<file path="src/rtl/segPkg.sv">
package segPkg;
  // Strobes issued by the control unit to the datapath each cycle
  typedef struct packed {
    logic tableWe;
    logic capture;
  } segStrobes_t;
endpackage

</file>
<file path="src/rtl/segCtrl.sv">
module segCtrl
  import segPkg::*;
(
  input  logic        wrEn,
  input  logic        xlReq,
  output segStrobes_t strobes
);
  always_comb begin
    strobes.tableWe = wrEn;
    strobes.capture = xlReq;
  end
endmodule

</file>
<file path="src/rtl/segDatapath.sv">
module segDatapath
  import segPkg::*;
#(
  parameter int SEG_W = 3,
  parameter int OFF_W = 16,
  parameter int PA_W  = 24
) (
  input  logic              clk,
  input  logic              rstN,
  input  segStrobes_t       strobes,
  input  logic [SEG_W-1:0]  wrSeg,
  input  logic              wrPresent,
  input  logic [PA_W-1:0]   wrBase,
  input  logic [OFF_W:0]    wrLimit,
  input  logic [SEG_W-1:0]  xlSeg,
  input  logic [OFF_W-1:0]  xlOff,
  output logic              rspValid,
  output logic [PA_W-1:0]   rspPhys,
  output logic              rspBoundFault,
  output logic              rspAbsentFault
);
  localparam int NUM_SEG = 1 << SEG_W;
  localparam int LIM_W   = OFF_W + 1;
  localparam int PAD_W   = PA_W - OFF_W;

  logic [NUM_SEG-1:0] presentQ;
  logic [PA_W-1:0]    baseQ  [NUM_SEG];
  logic [LIM_W-1:0]   limitQ [NUM_SEG];

  // One register slice per descriptor; each decodes its own index
  for (genvar i = 0; i < NUM_SEG; i++) begin : g_entry
    logic hitWr;
    assign hitWr = strobes.tableWe && (wrSeg == SEG_W'(i));
    always_ff @(posedge clk or negedge rstN) begin
      if (!rstN) begin
        presentQ[i] <= 1'b0;
        baseQ[i]    <= '0;
        limitQ[i]   <= '0;
      end else if (hitWr) begin
        presentQ[i] <= wrPresent;
        baseQ[i]    <= wrBase;
        limitQ[i]   <= wrLimit;
      end
    end
  end

  // Lookup reads the registered table, so a same-cycle write is not seen
  logic             selPresent;
  logic [PA_W-1:0]  selBase;
  logic [LIM_W-1:0] selLimit;
  logic             absentD, boundD;
  logic [PA_W-1:0]  sumD;

  always_comb begin
    selPresent = presentQ[xlSeg];
    selBase    = baseQ[xlSeg];
    selLimit   = limitQ[xlSeg];
    absentD    = !selPresent;
    boundD     = selPresent && ({1'b0, xlOff} >= selLimit);
    sumD       = selBase + {{PAD_W{1'b0}}, xlOff};
  end

  always_ff @(posedge clk or negedge rstN) begin
    if (!rstN) begin
      rspValid       <= 1'b0;
      rspPhys        <= '0;
      rspBoundFault  <= 1'b0;
      rspAbsentFault <= 1'b0;
    end else begin
      rspValid <= strobes.capture;
      if (strobes.capture) begin
        rspPhys        <= (absentD || boundD) ? '0 : sumD;
        rspBoundFault  <= boundD;
        rspAbsentFault <= absentD;
      end
    end
  end
endmodule

</file>
<file path="src/rtl/segTranslator.sv">
module segTranslator
  import segPkg::*;
#(
  parameter int SEG_W = 3,
  parameter int OFF_W = 16,
  parameter int PA_W  = 24
) (
  input  logic              clk,
  input  logic              rstN,
  input  logic              wrEn,
  input  logic [SEG_W-1:0]  wrSeg,
  input  logic              wrPresent,
  input  logic [PA_W-1:0]   wrBase,
  input  logic [OFF_W:0]    wrLimit,
  input  logic              xlReq,
  input  logic [SEG_W-1:0]  xlSeg,
  input  logic [OFF_W-1:0]  xlOff,
  output logic              rspValid,
  output logic [PA_W-1:0]   rspPhys,
  output logic              rspBoundFault,
  output logic              rspAbsentFault
);
  segStrobes_t strobes;

  segCtrl ctrl_i (
    .wrEn   (wrEn),
    .xlReq  (xlReq),
    .strobes(strobes)
  );

  segDatapath #(.SEG_W(SEG_W), .OFF_W(OFF_W), .PA_W(PA_W)) dp_i (
    .clk           (clk),
    .rstN          (rstN),
    .strobes       (strobes),
    .wrSeg         (wrSeg),
    .wrPresent     (wrPresent),
    .wrBase        (wrBase),
    .wrLimit       (wrLimit),
    .xlSeg         (xlSeg),
    .xlOff         (xlOff),
    .rspValid      (rspValid),
    .rspPhys       (rspPhys),
    .rspBoundFault (rspBoundFault),
    .rspAbsentFault(rspAbsentFault)
  );
endmodule

</file>
<file path="config.mk">
export PLATFORM = sky130hd
export DESIGN_NAME = segTranslator
export DESIGN_NICKNAME = d
export VERILOG_FILES = /design/src/rtl/segPkg.sv /design/src/rtl/segCtrl.sv /design/src/rtl/segDatapath.sv /design/src/rtl/segTranslator.sv
export SDC_FILE = /design/constraint.sdc
export NUM_CORES = 1
export LEC_CHECK = 0
export ABC_AREA = 1
export BUFFER_PORTS_ARGS = -buffer_cell sky130_fd_sc_hd__buf_2
export CORE_ASPECT_RATIO = 2
export CORE_UTILIZATION = 56
export DETAILED_ROUTE_END_ITERATION = 10
export HOLD_SLACK_MARGIN = 0.15
export PLACE_DENSITY = 0.74
export SLEW_MARGIN = 10
export SYNTH_ARGS = -nofsm -noshare
export SYNTH_HDL_FRONTEND = slang
export SYNTH_SLANG_ARGS = --single-unit
</file>
<file path="constraint.sdc">
create_clock -name clk -period 6.8 [get_ports clk]
set_clock_uncertainty 0.1 [all_clocks]
set_input_delay 1.7 -clock clk [delete_from_list [all_inputs] [get_ports clk]]
set_output_delay 1.7 -clock clk [all_outputs]
set_load 0.02 [all_outputs]
</file>
# After elaboration in Yosys (flattened, before gate mapping)
# Cells that the tools add are included.
# op_classes
n_mux	9
n_bitwise	1
n_eq_ne	7
add_sub_neg	1
order_cmp	3
div	0
reduce_logical	12
shift	0
multipliers	0
# op_table
cell	n
24-bit binary-select mux with 3-bit select	1
24-bit 2-to-1 mux	3
17-bit binary-select mux with 3-bit select	1
17-bit 2-to-1 mux	2
24-bit by 16-bit adder with 24-bit output	1
16-bit by 17-bit greater-or-equal comparator with 1-bit output	1
3-bit == test, second input constant	4
1-bit logical AND	9
3-bit by 2-bit == test with 1-bit output, second input constant	2
4-bit greater-or-equal comparator, second input constant	1
3-bit by 4-bit less-than comparator with 1-bit output, second input constant	1
3-bit NOT with 4-bit output	1
1-bit binary-select mux with 3-bit select	1
3-bit by 1-bit == test with 1-bit output, second input constant	1
3-bit logical NOT	1
1-bit logical NOT	1
1-bit logical OR	1
1-bit 2-to-1 mux	1
# word_totals
mem_bits_rw	0
wordCells	61
rom_bits	0
mem_count	0
out_inout_bits	27
register_bits	363
latch_bits	0

# Longest topological paths before layout
# Gate-level depths: netlist of the first run.
# depth
word_depth	8
mapped_depth	24
mapped_depth_nobuf	18

# Hierarchy
# A second synthesis of the first run with hierarchy kept.
# unflattened
hier_cells	2085
area_unflattened_um2	17123.9
# modules_own_cells
module	instances	area_each_um2	seq_area_each_um2	cells_per_inst
segDatapath	1	17108.9	9083.7	2083
segCtrl	1	15.0	0.0	2

# Worst setup path after synthesis of the first run
# No wires, ideal clock.
# synth_path
kind	input to register
start	input port xlSeg[0]
end	register dp_i.rspPhys[20]
slack_ns	2.347
path_stages	21
t_arrival_ns	4.276
required_ns	6.624
n_path_buf	5
setup_time_ns	0.076
cell_sequence	buf_6 > inv_6 > buf_6 > buf_6 > buf_4 > buf_2 > o21ai_0 > o22ai_1 > nor2_1 > a31oi_1 > ha_1 > fa_1 > nand3_1 > nand2_1 > nand2_1 > nand2_1 > a21oi_1 > inv_1 > nand3_1 > nand3_1 > o21ai_1
# synth_via
elab_chain_cells	8
word_cells_on_any_way	15
classes_between	add/sub (1); order compare (1); mux (9); bitwise (1); reduce/logical (3)
# synth_rtl
item	line_no	source
from (decl)	segTranslator.sv:16	input logic [SEG_W-1:0] xlSeg,
3-bit NOT with 4-bit output (not written as such)	segDatapath.sv:56, segDatapath.sv:57	
17-bit binary-select mux with 3-bit select	segDatapath.sv:57	selLimit = limitQ[xlSeg];
17-bit 2-to-1 mux (not written as such) (2 in series)	segDatapath.sv:57	
16-bit by 17-bit greater-or-equal comparator with 1-bit output	segDatapath.sv:59	boundD = selPresent && ({1'b0, xlOff} >= selLimit);
1-bit logical AND	segDatapath.sv:59	
1-bit logical OR	segDatapath.sv:72	rspPhys <= (absentD || boundD) ? '0 : sumD;
24-bit 2-to-1 mux (*)	segDatapath.sv:72	
to (signal assigned)	segDatapath.sv:72	
to (decl)	segDatapath.sv:18	output logic [PA_W-1:0] rspPhys,
# Mark *: on every way between the ends. The rest lies on a longest branch, timed or not. The select of a mux whose other input is x is not followed.
# A chain may end at the register's enable or synchronous reset.

# Worst setup path after layout of the first run
# layout_path
start	input port xlSeg[0]
end	register dp_i.rspPhys[4]
# The elaborated chain is that of the path after synthesis.

==> results of run 1 <==
[worst min path at each step]
stage	startpoint	endpoint	slack, ns	depth (start not counted)
after detailed placement	dp_i.rspPhys[15]$_DFFE_PN0P_	dp_i.rspPhys[15]$_DFFE_PN0P_	0.36	2
after global routing	dp_i.baseQ[124]$_DFFE_PN0P_	dp_i.baseQ[124]$_DFFE_PN0P_	0.40	2
after floorplan	dp_i.baseQ[120]$_DFFE_PN0P_	dp_i.baseQ[120]$_DFFE_PN0P_	0.35	2
after CTS	dp_i.rspPhys[13]$_DFFE_PN0P_	dp_i.rspPhys[13]$_DFFE_PN0P_	0.38	2
final	dp_i.rspPhys[2]$_DFFE_PN0P_	dp_i.rspPhys[2]$_DFFE_PN0P_	0.38	2
after global placement	dp_i.limitQ[114]$_DFFE_PN0P_	dp_i.limitQ[114]$_DFFE_PN0P_	0.36	2
[cells in the final DEF, fill, tap and decap left out, types with 5 or more instances in the layout]
cell type	n
o22ai_1	36
a31oi_1	20
dfrtp_1	363
xnor2_1	11
clkinv_2	10
clkbuf_8	5
xor2_1	5
nand2_2	12
a21oi_1	39
nand3_1	27
buf_4	20
o21ai_2	10
inv_1	118
ha_1	32
o211ai_1	20
buf_2	92
nand3_2	6
o221ai_1	17
o21ai_1	12
clkinvlp_4	5
nor2_1	219
clkbuf_16	31
nand2_1	521
o21ai_0	468
[registers in the layout, indices dropped and copies added (netlist names)]
register	cells
dp_i.presentQ	8
dp_i.rspValid	1
dp_i.limitQ	136
dp_i.rspAbsentFault	1
dp_i.rspPhys	24
dp_i.rspBoundFault	1
dp_i.baseQ	192
[per-layer routing]
metal / vias to the layer above / wire, um / track usage, %
met5: - / 0 / 0
met1: 6972 / 18100 / 36.9
li1: 6961 / - / -
met4: 0 / 2390 / 16.4
met3: 117 / 2490 / 2.99
met2: 522 / 22800 / 51.5
[cell families (layout without fill, tap and decap cells)]
logic type               Yosys count  after routing  share of synthesized area (%)
buffers and inverters            261            294                           6.37
flip-flops                       363            363                           52.7
XOR/XNOR                          16             16                          0.813
AND/OR/NAND/NOR                  798            798                           18.1
adder cells (fa/ha/maj)           33             33                           2.44
AO/OA/AOI/OAI                    627            627                           19.6
[worst register-to-register path, stage by stage (launching register included)]
cell and delay [ns]:
dfrtp_1 0.35, o21ai_0 0.09, o221ai_1 0.21, o21ai_0 0.18, ha_1 0.37, nand2_1 0.06, nor2_1 0.16, nor3b_1 0.26
o21ai_0 0.14, nand2_1 0.08, nand2_1 0.05, nand2_1 0.05, nand2_1 0.05, nand2_1 0.16, nand2_2 0.16, nand2_4 0.25
o21ai_0 0.12
[cell usage after synthesis]
cell type / count / area share (%)
nor2_4: 1 / 0.065
nor2_1: 219 / 4.8
buf_4: 4 / 0.17
inv_1: 119 / 2.6
buf_1: 7 / 0.15
inv_6: 1 / 0.051
o21ai_2: 10 / 0.51
nor3b_1: 1 / 0.044
o21bai_1: 1 / 0.044
nor3_1: 1 / 0.029
clkbuf_1: 95 / 2.1
xor2_1: 5 / 0.25
o21ai_1: 12 / 0.35
nand2_4: 1 / 0.065
o211ai_1: 20 / 0.87
fa_1: 1 / 0.12
nand2_2: 6 / 0.22
a21o_1: 1 / 0.044
ha_1: 32 / 2.3
a21oi_1: 39 / 1.1
nand3b_1: 1 / 0.044
o21ai_0: 468 / 14
a32o_1: 1 / 0.058
clkinv_1: 1 / 0.022
inv_2: 1 / 0.022
o221ai_1: 17 / 0.86
xnor2_1: 11 / 0.56
nand2_1: 527 / 11
nand3_2: 5 / 0.29
a22oi_1: 1 / 0.044
a31o_2: 1 / 0.051
buf_6: 9 / 0.59
nand3_1: 28 / 0.81
dfrtp_1: 363 / 53
nand4_1: 2 / 0.073
buf_2: 24 / 0.70
and3_1: 3 / 0.11
a31oi_1: 20 / 0.73
nor2_2: 3 / 0.11
o22ai_1: 36 / 1.3
[per-stage QoR]
stage | hold slack (ns) | cells
after global routing | 0.398 | 2499
after floorplan | 0.348 | 2098
final | 0.380 | 2499
after global placement | 0.360 | 2441
after detailed placement | 0.364 | 2441
after CTS | 0.381 | 2499
[layout make-up]
class                      count  area, um^2
clock buffer                  38         852
clock inverter                20         195
fill                        2684       11400
inverter                     122         463
multi-input combinational   1474        7080
sequential                   363        9080
tap                          368         460
timing repair buffer         114         646
[power by group through the flow]
stage               logic [mW]  registers (mW)  clock network [mW]
finish                    1.11            2.78                1.83
global route              1.27            2.83                1.94
CTS                       1.12            2.77                1.86
detailed placement        1.11            2.81                   0
global placement          1.07            2.80                   0
floorplan                0.748            2.80                   0
==> flow_summary.html, run 1 <==
<table>
<tr><th>Metric</th><th>Value</th></tr>
<tr><th colspan="2">Outcome</th></tr>
<tr><td>Status</td><td>complete, no violations</td></tr>
<tr><th colspan="2">Setup path</th></tr>
<tr><td>Nature of the critical path startpoint</td><td>input port</td></tr>
<tr><td>Kind of capture point of the worst setup path</td><td>flop</td></tr>
<tr><td>Depth of the worst register-to-register path</td><td>16</td></tr>
<tr><td>Maximum fanout along the worst path</td><td>roughly 120</td></tr>
<tr><td>Worst stage delay on the critical path</td><td>approximately 0.76 ns</td></tr>
<tr><td>Sequence of cells on the critical path</td><td>buf_4, inv_6, o21ai_0, o221ai_1, o21ai_0, ha_1, nand2_1, nor2_1, nor3b_1, o21ai_0, nand2_1, nand2_1, nand2_1, nand2_1, nand2_1, nand2_2, nand2_4, o21ai_0</td></tr>
<tr><td>Critical path data required time</td><td>~7 ns</td></tr>
<tr><td>Most frequent CP cell</td><td>nand2_1</td></tr>
<tr><td>Worst r2r dst</td><td>dp_i.rspPhys[4]$_DFFE_PN0P_</td></tr>
<tr><td>Crit path launch</td><td>xlSeg[0]</td></tr>
<tr><td>Worst endpoint data arrival time</td><td>5.35 ns</td></tr>
<tr><td>Worst path bufs/invs</td><td>2</td></tr>
<tr><td>Critical path endpoint</td><td>dp_i.rspPhys[4]$_DFFE_PN0P_</td></tr>
<tr><td>Type of the worst setup path</td><td>in -&gt; reg</td></tr>
<tr><td>Reg2reg start</td><td>dp_i.limitQ[46]$_DFFE_PN0P_</td></tr>
<tr><td>Number of cells on the critical path</td><td>18</td></tr>
<tr><td>Dominant delay contributor by cell family on the critical path</td><td>simple AND/OR/NAND/NOR gates</td></tr>
<tr><td>Cell with the biggest individual delay on the critical path</td><td>inv_6</td></tr>
<tr><td>Register-to-register path setup slack</td><td>~3.8 ns</td></tr>
<tr><th colspan="2">Run</th></tr>
<tr><td>Count of maximum capacitance violations</td><td>0</td></tr>
<tr><th colspan="2">Logic synthesis</th></tr>
<tr><td>Synth Register Bits</td><td>363</td></tr>
<tr><td>Synthesis Warnings</td><td>0</td></tr>
<tr><td>Net count of the mapped netlist</td><td>2199</td></tr>
<tr><td>Cells after Synth</td><td>~2100</td></tr>
<tr><td>Average cell area after synthesis</td><td>about 8.2 um^2</td></tr>
<tr><td>Number of distinct library cells after synthesis</td><td>40</td></tr>
<tr><td>Post-synthesis sequential area ratio</td><td>52.7%</td></tr>
<tr><td>Netlist Area Pre-Place</td><td>roughly 17000 um^2</td></tr>
<tr><th colspan="2">Floorplan</th></tr>
<tr><td>Die boundary width</td><td>between 100 and 150 um</td></tr>
<tr><td>Area of the die</td><td>roughly 32000 um^2</td></tr>
<tr><td>Num ports</td><td>between 90 and 100</td></tr>
<tr><td>Area inside the core boundary</td><td>30200 um^2</td></tr>
<tr><td>Starting density of the core</td><td>a little under three fifths</td></tr>
<tr><td>Y dimension of the die</td><td>roughly 250 um</td></tr>
<tr><td>Site row count</td><td>90</td></tr>
<tr><th colspan="2">Routing</th></tr>
<tr><td>Average detailed-routed wire length per instance</td><td>roughly 18 um</td></tr>
<tr><td>Via total after detailed routing</td><td>~15000</td></tr>
<tr><td>Remaining antenna violation count after routing</td><td>0</td></tr>
<tr><td>Mean number of vias per cell</td><td>approximately 5.8</td></tr>
<tr><td>Drt first pass iters</td><td>5</td></tr>
<tr><td>DRC</td><td>0</td></tr>
<tr><td>Number of design-rule violations left by the first detailed-router iteration</td><td>just over 1000</td></tr>
<tr><td>DRT Wirelength</td><td>~46000 um</td></tr>
<tr><th colspan="2">Power and ir drop</th></tr>
<tr><td>Power density over cell area</td><td>305 nW/um^2</td></tr>
<tr><td>Total Power Consumption</td><td>between 5 and 6 mW</td></tr>
<tr><td>Maximum vdd ir drop</td><td>251 uV</td></tr>
<tr><td>Register share of total power</td><td>48.5%</td></tr>
<tr><td>Switching power of the nets</td><td>1.74 mW</td></tr>
<tr><td>Share of power burned in combinational logic</td><td>19.4%</td></tr>
<tr><td>Static leakage power</td><td>9.11 nW</td></tr>
<tr><td>Part of the total power dissipated in the clock network</td><td>roughly 32%</td></tr>
<tr><td>Switching Share</td><td>30.5%</td></tr>
<tr><td>Internal power consumption</td><td>roughly 4.0 mW</td></tr>
<tr><th colspan="2">Timing</th></tr>
<tr><td>Least setup slack across all paths after layout</td><td>~1.8 ns</td></tr>
<tr><td>Timing-limited maximum frequency</td><td>~0.2 GHz</td></tr>
<tr><td>Relative slew slack</td><td>between 20% and 30%</td></tr>
<tr><td>Final setup fails</td><td>0</td></tr>
<tr><td>Final period utilization</td><td>between 70% and 80%</td></tr>
<tr><td>Final Slew Violations</td><td>0</td></tr>
<tr><td>Sum Neg Setup Slack</td><td>0 ns</td></tr>
<tr><td>Final hold violations</td><td>0</td></tr>
<tr><td>Slew at the pin closest to its max-slew limit</td><td>about 1.2 ns</td></tr>
<tr><td>Setup repair after global routing missed its margin</td><td>false</td></tr>
<tr><td>Minimum period implied by the final worst setup slack</td><td>between 5 and 6 ns</td></tr>
<tr><th colspan="2">Clock tree</th></tr>
<tr><td>Sink Count</td><td>between 300 and 400</td></tr>
<tr><td>Clock latency on the worst-skew pair</td><td>0.59 ns</td></tr>
<tr><td>Hold buffer count at cts</td><td>0</td></tr>
<tr><td>CTS Buf Count</td><td>31</td></tr>
<tr><td>Number of instances resized during post-cts repair</td><td>0</td></tr>
<tr><td>TritonCTS clock tree</td><td>yes</td></tr>
<tr><td>Clock root buffer</td><td>clkbuf_16</td></tr>
<tr><td>Post-CTS Setup Inserts</td><td>0</td></tr>
<tr><td>Clock transition at the registers of the reported paths</td><td>approximately 0.06 ns</td></tr>
<tr><td>Number of H-tree branching levels</td><td>1</td></tr>
<tr><td>Longest Clk Path Bufs</td><td>3</td></tr>
<tr><th colspan="2">GRT</th></tr>
<tr><td>Pin count of the biggest net entering global routing</td><td>between 100 and 150</td></tr>
<tr><td>Wire length of the first global-routing pass</td><td>between 70000 and 80000 um</td></tr>
<tr><td>Vias in the first global route</td><td>approximately 14000</td></tr>
<tr><td>Total global routing track utilization</td><td>29.9%</td></tr>
<tr><td>Grt ovf</td><td>0</td></tr>
<tr><td>Antenna violations before repair</td><td>0</td></tr>
<tr><th colspan="2">Layout</th></tr>
<tr><td>Net total in the final layout</td><td>2207</td></tr>
<tr><td>Final Util</td><td>between 60% and 70%</td></tr>
<tr><td>Share of cells above drive strength 1</td><td>9.76%</td></tr>
<tr><td>Ant. Diodes</td><td>0</td></tr>
<tr><td>Post-layout instance area</td><td>18800 um^2</td></tr>
<tr><td>P&amp;R area growth vs syn</td><td>8.96%</td></tr>
<tr><th colspan="2">Worst hold path</th></tr>
<tr><td>Worst hold path type</td><td>reg -&gt; reg</td></tr>
<tr><th colspan="2">Place</th></tr>
<tr><td>Placement Cell Area</td><td>around 18000 um^2</td></tr>
<tr><td>Final RePlAce weighted congestion</td><td>0.997</td></tr>
<tr><td>Post-placement worst setup slack</td><td>1.28 ns</td></tr>
<tr><td>Detailed-placement wirelength estimate</td><td>roughly 28000 um</td></tr>
<tr><td>Port bufs</td><td>94</td></tr>
</table>
No activity file was read; power rests on OpenSTA's default activity.
==> run 2: changes to the inputs <==
==> constraint.sdc (replaced) <==
create_clock -name clk -period 4.7 [get_ports clk]
set_clock_uncertainty 0.1 [all_clocks]
set_input_delay 1.175 -clock clk [delete_from_list [all_inputs] [get_ports clk]]
set_output_delay 1.175 -clock clk [all_outputs]
set_load 0.02 [all_outputs]
==> flow_summary.html, run 2 (synthesized netlist as in run 1, its figures left out) <==
<table>
<tr><th>Metric</th><th>Value</th></tr>
<tr><th colspan="2">Layout</th></tr>
<tr><td>Non-filler instance count after layout</td><td>2534</td></tr>
<tr><td>Largest registers</td><td>dp_i.baseQ x192, dp_i.limitQ x136, dp_i.rspPhys x24</td></tr>
<tr><td>Most common cell after layout, fill and taps aside</td><td>nand2_1</td></tr>
<tr><td>Net total in the final layout</td><td>~2200</td></tr>
<tr><td>Ant. Diodes</td><td>0</td></tr>
<tr><td>Share of cells above drive strength 1</td><td>11.1%</td></tr>
<tr><td>Register containing the most flip-flops in the final layout</td><td>dp_i.baseQ</td></tr>
<tr><td>Flip-flop count of the largest register, all copies and words added</td><td>~190</td></tr>
<tr><td>Commonest cells after routing, fill and taps aside</td><td>521 x nand2_1, 468 x o21ai_0, 363 x dfrtp_1, 219 x nor2_1, 118 x inv_1</td></tr>
<tr><td>Post-layout instance area</td><td>19300 um^2</td></tr>
<tr><td>P&amp;R area growth vs syn</td><td>11.7%</td></tr>
<tr><th colspan="2">Setup path</th></tr>
<tr><td>Type of the worst setup path</td><td>in -&gt; reg</td></tr>
<tr><td>Depth of the worst register-to-register path</td><td>16</td></tr>
<tr><td>Worst r2r dst</td><td>dp_i.rspPhys[7]$_DFFE_PN0P_</td></tr>
<tr><td>Nature of the critical path startpoint</td><td>input port</td></tr>
<tr><td>Crit path launch</td><td>xlSeg[1]</td></tr>
<tr><td>Reg2reg start</td><td>dp_i.limitQ[29]$_DFFE_PN0P_</td></tr>
<tr><td>Kind of capture point of the worst setup path</td><td>flop</td></tr>
<tr><td>Register-to-register path setup slack</td><td>1.89 ns</td></tr>
<tr><td>Maximum fanout along the worst path</td><td>26</td></tr>
<tr><td>Critical path data required time</td><td>slightly above 5 ns</td></tr>
<tr><td>Worst endpoint data arrival time</td><td>4.21 ns</td></tr>
<tr><th colspan="2">Place</th></tr>
<tr><td>Final RePlAce weighted congestion</td><td>around 1</td></tr>
<tr><td>Total placed cells including tap cells</td><td>about 2500</td></tr>
<tr><td>Port bufs</td><td>94</td></tr>
<tr><td>Placement Cell Area</td><td>approximately 18000 um^2</td></tr>
<tr><td>Detailed-placement wirelength estimate</td><td>between 20000 and 30000 um</td></tr>
<tr><td>Post-placement worst setup slack</td><td>between 0.3 and 0.4 ns</td></tr>
<tr><th colspan="2">Routing</th></tr>
<tr><td>Drt first pass iters</td><td>5</td></tr>
<tr><td>Average detailed-routed wire length per instance</td><td>18.4 um</td></tr>
<tr><td>DRT Wirelength</td><td>46500 um</td></tr>
<tr><td>DRC</td><td>0</td></tr>
<tr><td>Remaining antenna violation count after routing</td><td>0</td></tr>
<tr><td>Mean number of vias per cell</td><td>just under 6</td></tr>
<tr><td>Number of design-rule violations left by the first detailed-router iteration</td><td>1160</td></tr>
<tr><td>Via total after detailed routing</td><td>between 10000 and 15000</td></tr>
<tr><th colspan="2">Power and ir drop</th></tr>
<tr><td>Switching power of the nets</td><td>2.52 mW</td></tr>
<tr><td>Register share of total power</td><td>a little under half</td></tr>
<tr><td>Power density over cell area</td><td>about 440 nW/um^2</td></tr>
<tr><td>Internal power consumption</td><td>approximately 6 mW</td></tr>
<tr><td>Total Power Consumption</td><td>between 8 and 9 mW</td></tr>
<tr><td>Part of the total power dissipated in the clock network</td><td>33.8%</td></tr>
<tr><td>Switching Share</td><td>between 20% and 30%</td></tr>
<tr><td>Share of power burned in combinational logic</td><td>roughly a fifth</td></tr>
<tr><td>Maximum vdd ir drop</td><td>roughly 300 uV</td></tr>
<tr><td>Static leakage power</td><td>between 9 and 10 nW</td></tr>
<tr><th colspan="2">Floorplan</th></tr>
<tr><td>Die boundary width</td><td>between 100 and 150 um</td></tr>
<tr><td>Site row count</td><td>90</td></tr>
<tr><td>Area inside the core boundary</td><td>30200 um^2</td></tr>
<tr><td>Num ports</td><td>95</td></tr>
<tr><td>Starting density of the core</td><td>between 50 and 60%</td></tr>
<tr><td>Y dimension of the die</td><td>between 200 and 300 um</td></tr>
<tr><td>Area of the die</td><td>between 30000 and 40000 um^2</td></tr>
<tr><th colspan="2">Clock tree</th></tr>
<tr><td>Hold buffer count at cts</td><td>0</td></tr>
<tr><td>Number of H-tree branching levels</td><td>2</td></tr>
<tr><td>Clock transition at the registers of the reported paths</td><td>approximately 0.07 ns</td></tr>
<tr><td>Post-CTS Setup Inserts</td><td>0</td></tr>
<tr><td>Clock latency on the worst-skew pair</td><td>around 0.52 ns</td></tr>
<tr><td>Number of instances resized during post-cts repair</td><td>0</td></tr>
<tr><td>CTS Buf Count</td><td>34</td></tr>
<tr><td>Longest Clk Path Bufs</td><td>3</td></tr>
<tr><td>TritonCTS clock tree</td><td>yes</td></tr>
<tr><td>Sink Count</td><td>roughly 360</td></tr>
<tr><td>Clock root buffer</td><td>clkbuf_16</td></tr>
<tr><th colspan="2">Worst hold path</th></tr>
<tr><td>Worst hold path type</td><td>reg -&gt; reg</td></tr>
<tr><td>Worst Hold Path EP</td><td>dp_i.rspPhys[9]$_DFFE_PN0P_</td></tr>
<tr><td>Worst hold path startpoint</td><td>dp_i.rspPhys[9]$_DFFE_PN0P_</td></tr>
<tr><td>Hold depth</td><td>2</td></tr>
<tr><th colspan="2">Timing</th></tr>
<tr><td>Final setup fails</td><td>0</td></tr>
<tr><td>Minimum period implied by the final worst setup slack</td><td>between 3 and 4 ns</td></tr>
<tr><td>Setup repair after global routing missed its margin</td><td>false</td></tr>
<tr><td>Timing-limited maximum frequency</td><td>around 0.26 GHz</td></tr>
<tr><td>Final hold violations</td><td>0</td></tr>
<tr><td>Sum Neg Setup Slack</td><td>0 ns</td></tr>
<tr><td>Final period utilization</td><td>between 80% and 90%</td></tr>
<tr><td>Slew at the pin closest to its max-slew limit</td><td>around 1.2 ns</td></tr>
<tr><td>Final Slew Violations</td><td>0</td></tr>
<tr><td>Least setup slack across all paths after layout</td><td>around 0.82 ns</td></tr>
<tr><td>Relative slew slack</td><td>about 22%</td></tr>
<tr><th colspan="2">Run</th></tr>
<tr><td>Count of maximum capacitance violations</td><td>0</td></tr>
<tr><th colspan="2">GRT</th></tr>
<tr><td>Wire length of the first global-routing pass</td><td>between 70000 and 80000 um</td></tr>
<tr><td>Antenna violations before repair</td><td>0</td></tr>
<tr><td>Grt ovf</td><td>0</td></tr>
<tr><td>Pin count of the biggest net entering global routing</td><td>97</td></tr>
<tr><td>Total global routing track utilization</td><td>between 30% and 40%</td></tr>
<tr><td>Vias in the first global route</td><td>14374</td></tr>
<tr><th colspan="2">Outcome</th></tr>
<tr><td>Status</td><td>complete, no violations</td></tr>
</table>
## run 2: cell types whose count changed in the layout (fill, tap and decap cells not counted), moves of 3 or more
cell / previous run / this run
buf_12: 1 / 9
buf_4: 20 / 44
clkbuf_1: 2 / 5
clkbuf_16: 31 / 35
clkbuf_8: 5 / 14
clkinv_2: 10 / 3
clkinvlp_4: 5 / 0
## run 2: power by group through the flow
stage | clock [mW] | sequential (mW) | combinational [mW]
floorplan | 0 | 4.05 | 1.08
global placement | 0 | 4.05 | 1.59
detailed placement | 0 | 4.07 | 1.64
CTS | 2.93 | 4.02 | 1.66
global route | 3.03 | 4.09 | 1.89
finish | 2.89 | 4.02 | 1.65
## run 2: cell type report
| type | count | area (um^2) |
|---|---|---|
| clock buffers | 54 | 1090 |
| clock inverters | 7 | 95.1 |
| fillers | 2607 | 10900 |
| inverters | 122 | 463 |
| multi-input cells | 1474 | 7080 |
| flip-flops and latches | 363 | 9080 |
| well taps | 368 | 460 |
| repair buffers | 146 | 986 |
## run 2: worst max path at each step
stage / to / cells after the start
6_report: dp_i.rspPhys[18]$_DFFE_PN0P_ / 17
5_1_grt: dp_i.rspPhys[2]$_DFFE_PN0P_ / 19
4_1_cts: dp_i.rspPhys[18]$_DFFE_PN0P_ / 16
3_5_place_dp: dp_i.rspPhys[18]$_DFFE_PN0P_ / 17
3_3_place_gp: dp_i.rspPhys[22]$_DFFE_PN0P_ / 18
2_1_floorplan: dp_i.rspPhys[20]$_DFFE_PN0P_ / 21
## run 2: critical path: stages
cell     delay [ns]
buf_2          0.44
buf_4          0.42
buf_4          0.30
o21ai_0        0.12
o22ai_1        0.17
nor2_1         0.05
a31oi_1        0.15
ha_1           0.32
nand2_1        0.12
nor2_1         0.06
and3_1         0.14
a21oi_1        0.15
buf_4          0.17
nor2_2         0.06
nand2_1        0.08
nand3_1        0.07
o21ai_0        0.20
## run 2: through the flow
stage	utilization [%]	hold slack (ns)
6_report	63.8	0.378
5_1_grt	63.8	0.393
2_1_floorplan	-	0.348
3_5_place_dp	59.9	0.364
3_3_place_gp	59.9	0.361
4_1_cts	63.8	0.379
## run 2: layer usage
metal | up-vias | routed length, um | GRT usage, % | part of all wire [%]
li1 | 7026 | - | - | -
met1 | 7084 | 18600 | 38.2 | 40
met2 | 501 | 22700 | 51.4 | 49
met3 | 123 | 2660 | 3.93 | 5.7
met4 | 0 | 2560 | 17.2 | 5.5
met5 | - | 0 | 0 | 0
==> run 3: changes to the inputs <==
==> constraint.sdc (replaced) <==
create_clock -name clk -period 3.85 [get_ports clk]
set_clock_uncertainty 0.1 [all_clocks]
set_input_delay 0.9625 -clock clk [delete_from_list [all_inputs] [get_ports clk]]
set_output_delay 0.9625 -clock clk [all_outputs]
set_load 0.02 [all_outputs]
==> flow_summary.html, run 3 (synthesized netlist as in run 1, its figures left out) <==
<table>
<tr><th>Metric</th><th>Value</th></tr>
<tr><th colspan="2">Outcome</th></tr>
<tr><td>Status</td><td>complete, no violations</td></tr>
<tr><th colspan="2">Layout</th></tr>
<tr><td>P&amp;R area growth vs syn</td><td>15.1%</td></tr>
<tr><td>Most common cell after layout, fill and taps aside</td><td>nand2_1</td></tr>
<tr><td>Register containing the most flip-flops in the final layout</td><td>dp_i.baseQ</td></tr>
<tr><td>Commonest cells after routing, fill and taps aside</td><td>521 x nand2_1, 468 x o21ai_0, 363 x dfrtp_1, 219 x nor2_1, 118 x inv_1</td></tr>
<tr><td>Largest registers</td><td>dp_i.baseQ x192, dp_i.limitQ x136, dp_i.rspPhys x24</td></tr>
<tr><td>Count of fill cells added during filler insertion</td><td>~2500</td></tr>
<tr><td>Final Util</td><td>65.7%</td></tr>
<tr><td>Net total in the final layout</td><td>2305</td></tr>
<tr><td>Ant. Diodes</td><td>0</td></tr>
<tr><td>Flip-flop count of the largest register, all copies and words added</td><td>about 190</td></tr>
<tr><td>Share of cells above drive strength 1</td><td>13.6%</td></tr>
<tr><th colspan="2">Setup path</th></tr>
<tr><td>Register-to-register path setup slack</td><td>1.12 ns</td></tr>
<tr><td>Sequence of cells on the critical path</td><td>buf_2, buf_12, buf_4, o21ai_0, o221ai_1, o21ai_0, ha_1, nand2_1, nor2_1, nand2_1, nand2_1, o21ai_0, nand2_1, nand2_1, nand2_1, nand2_1, nand2_1, nand2_2, nand2_4, o21ai_0</td></tr>
<tr><td>Dominant delay contributor by cell family on the critical path</td><td>simple AND/OR/NAND/NOR gates</td></tr>
<tr><td>Number of cells on the critical path</td><td>20</td></tr>
<tr><td>Cell with the biggest individual delay on the critical path</td><td>ha_1</td></tr>
<tr><td>Type of the worst setup path</td><td>in -&gt; reg</td></tr>
<tr><td>Nature of the critical path startpoint</td><td>input port</td></tr>
<tr><td>Kind of capture point of the worst setup path</td><td>flop</td></tr>
<tr><td>Critical path data required time</td><td>about 4.2 ns</td></tr>
<tr><td>Worst stage delay on the critical path</td><td>0.35 ns</td></tr>
<tr><td>Depth of the worst register-to-register path</td><td>19</td></tr>
<tr><td>Worst r2r dst</td><td>dp_i.rspPhys[22]$_DFFE_PN0P_</td></tr>
<tr><td>Maximum fanout along the worst path</td><td>29</td></tr>
<tr><td>Worst endpoint data arrival time</td><td>between 3 and 4 ns</td></tr>
<tr><td>Most frequent CP cell</td><td>nand2_1</td></tr>
<tr><td>Worst path bufs/invs</td><td>3</td></tr>
<tr><td>Reg2reg start</td><td>dp_i.baseQ[155]$_DFFE_PN0P_</td></tr>
<tr><th colspan="2">Clock tree</th></tr>
<tr><td>Number of H-tree branching levels</td><td>1</td></tr>
<tr><td>CTS Buf Count</td><td>31</td></tr>
<tr><td>TritonCTS clock tree</td><td>yes</td></tr>
<tr><td>Post-CTS Setup Inserts</td><td>0</td></tr>
<tr><td>Longest Clk Path Bufs</td><td>3</td></tr>
<tr><td>Sink Count</td><td>approximately 360</td></tr>
<tr><td>Number of instances resized during post-cts repair</td><td>0</td></tr>
<tr><td>Clock transition at the registers of the reported paths</td><td>approximately 0.070 ns</td></tr>
<tr><td>Clock latency on the worst-skew pair</td><td>0.59 ns</td></tr>
<tr><td>Clock root buffer</td><td>clkbuf_16</td></tr>
<tr><td>Hold buffer count at cts</td><td>0</td></tr>
<tr><th colspan="2">Routing</th></tr>
<tr><td>Mean number of vias per cell</td><td>approximately 5.8</td></tr>
<tr><td>Remaining antenna violation count after routing</td><td>0</td></tr>
<tr><td>Average detailed-routed wire length per instance</td><td>between 15 and 20 um</td></tr>
<tr><td>Via total after detailed routing</td><td>roughly 15000</td></tr>
<tr><td>DRC</td><td>0</td></tr>
<tr><td>Drt first pass iters</td><td>6</td></tr>
<tr><td>DRT Wirelength</td><td>between 40000 and 50000 um</td></tr>
<tr><td>Number of design-rule violations left by the first detailed-router iteration</td><td>1340</td></tr>
<tr><th colspan="2">Floorplan</th></tr>
<tr><td>Y dimension of the die</td><td>around 250 um</td></tr>
<tr><td>Die boundary width</td><td>126 um</td></tr>
<tr><td>Starting density of the core</td><td>57.1%</td></tr>
<tr><td>Area inside the core boundary</td><td>about 30000 um^2</td></tr>
<tr><td>Area of the die</td><td>~32000 um^2</td></tr>
<tr><td>Site row count</td><td>90</td></tr>
<tr><td>Num ports</td><td>95</td></tr>
<tr><th colspan="2">GRT</th></tr>
<tr><td>Vias in the first global route</td><td>approximately 15000</td></tr>
<tr><td>Antenna violations before repair</td><td>0</td></tr>
<tr><td>Total global routing track utilization</td><td>between 30% and 40%</td></tr>
<tr><td>Pin count of the biggest net entering global routing</td><td>between 90 and 100</td></tr>
<tr><td>Wire length of the first global-routing pass</td><td>between 70000 and 80000 um</td></tr>
<tr><td>Grt ovf</td><td>0</td></tr>
<tr><th colspan="2">Timing</th></tr>
<tr><td>Final Slew Violations</td><td>0</td></tr>
<tr><td>Setup repair after global routing missed its margin</td><td>false</td></tr>
<tr><td>Final period utilization</td><td>between 80% and 90%</td></tr>
<tr><td>Relative slew slack</td><td>a little under two fifths</td></tr>
<tr><td>Final setup fails</td><td>0</td></tr>
<tr><td>Least setup slack across all paths after layout</td><td>around 0.57 ns</td></tr>
<tr><td>Sum Neg Setup Slack</td><td>0 ns</td></tr>
<tr><td>Final hold violations</td><td>0</td></tr>
<tr><td>Timing-limited maximum frequency</td><td>between 0.3 and 0.4 GHz</td></tr>
<tr><td>Slew at the pin closest to its max-slew limit</td><td>between 0.9 and 1 ns</td></tr>
<tr><td>Minimum period implied by the final worst setup slack</td><td>3.28 ns</td></tr>
<tr><th colspan="2">Run</th></tr>
<tr><td>Count of maximum capacitance violations</td><td>0</td></tr>
<tr><th colspan="2">Power and ir drop</th></tr>
<tr><td>Maximum vdd ir drop</td><td>approximately 420 uV</td></tr>
<tr><td>Static leakage power</td><td>around 9.7 nW</td></tr>
<tr><td>Power density over cell area</td><td>~530 nW/um^2</td></tr>
<tr><th colspan="2">Place</th></tr>
<tr><td>Post-placement worst setup slack</td><td>between 0.007 and 0.008 ns</td></tr>
<tr><td>Final RePlAce weighted congestion</td><td>0.964</td></tr>
<tr><td>Detailed-placement wirelength estimate</td><td>31400 um</td></tr>
<tr><td>Port bufs</td><td>94</td></tr>
<tr><th colspan="2">Worst hold path</th></tr>
<tr><td>Worst hold path type</td><td>in -&gt; async</td></tr>
</table>
-- run 3: area by class of cell --
class | count | area [um^2] | share of cell area (%)
multi-input combinational | 1474 | 7080 | 35.7
clock inverter | 14 | 229 | 1.15
clock buffer | 44 | 905 | 4.56
tap | 368 | 460 | 2.32
inverter | 122 | 463 | 2.33
timing repair buffer | 212 | 1620 | 8.16
sequential | 363 | 9080 | 45.8
-- run 3: where the power goes --
group	total, mW	internal (mW)	switching (mW)
sequential	4.93	4.54	0.389
clock	3.46	2.04	1.43
combinational	2.18	0.876	1.30
-- run 3: per-stage QoR --
stage | total power, mW | hold slack, ns | instances | cell area (um^2)
after global routing | 11.1 | 0.395 | 2597 | 19800
after global placement | 7.06 | 0.360 | 2539 | 18700
after floorplan | 6.26 | 0.348 | 2098 | 17200
after CTS | 10.6 | 0.356 | 2597 | 19800
final | 10.6 | 0.321 | 2597 | 19800
after detailed placement | 7.16 | 0.364 | 2539 | 18700
-- run 3: how the worst max path moves through the flow --
stage,start,to,slack [ns]
detailed placement,xlSeg[0],dp_i.rspPhys[2]$_DFFE_PN0P_,0.007
floorplan,xlSeg[0],dp_i.rspPhys[20]$_DFFE_PN0P_,0.13
finish,xlSeg[1],dp_i.rspPhys[2]$_DFFE_PN0P_,0.57
global route,xlSeg[0],dp_i.rspPhys[2]$_DFFE_PN0P_,0.34
CTS,xlSeg[0],dp_i.rspPhys[2]$_DFFE_PN0P_,0.61
global placement,xlSeg[0],dp_i.rspPhys[2]$_DFFE_PN0P_,0.08
-- run 3: worst reg2reg max path, stage by stage (launching register included) --
cell,delay (ns)
dfrtp_1,0.38
o21ai_0,0.21
o22ai_1,0.10
nor2_1,0.10
a31oi_1,0.05
buf_4,0.16
ha_1,0.40
nand2_1,0.10
inv_1,0.11
nand2_1,0.06
nand2_1,0.08
nand2_1,0.06
nand2_1,0.07
a21oi_1,0.04
buf_4,0.15
nor2_2,0.15
nand2_1,0.08
nand2_1,0.06
nand3_1,0.06
o21ai_1,0.13
-- run 3: routing by layer --
layer,track usage [%],wire [um],vias to the layer above
met5,0,0,-
met4,18.0,2620,0
met3,3.12,2630,116
met2,53.2,23800,528
met1,39.5,19000,7267
li1,-,-,7136
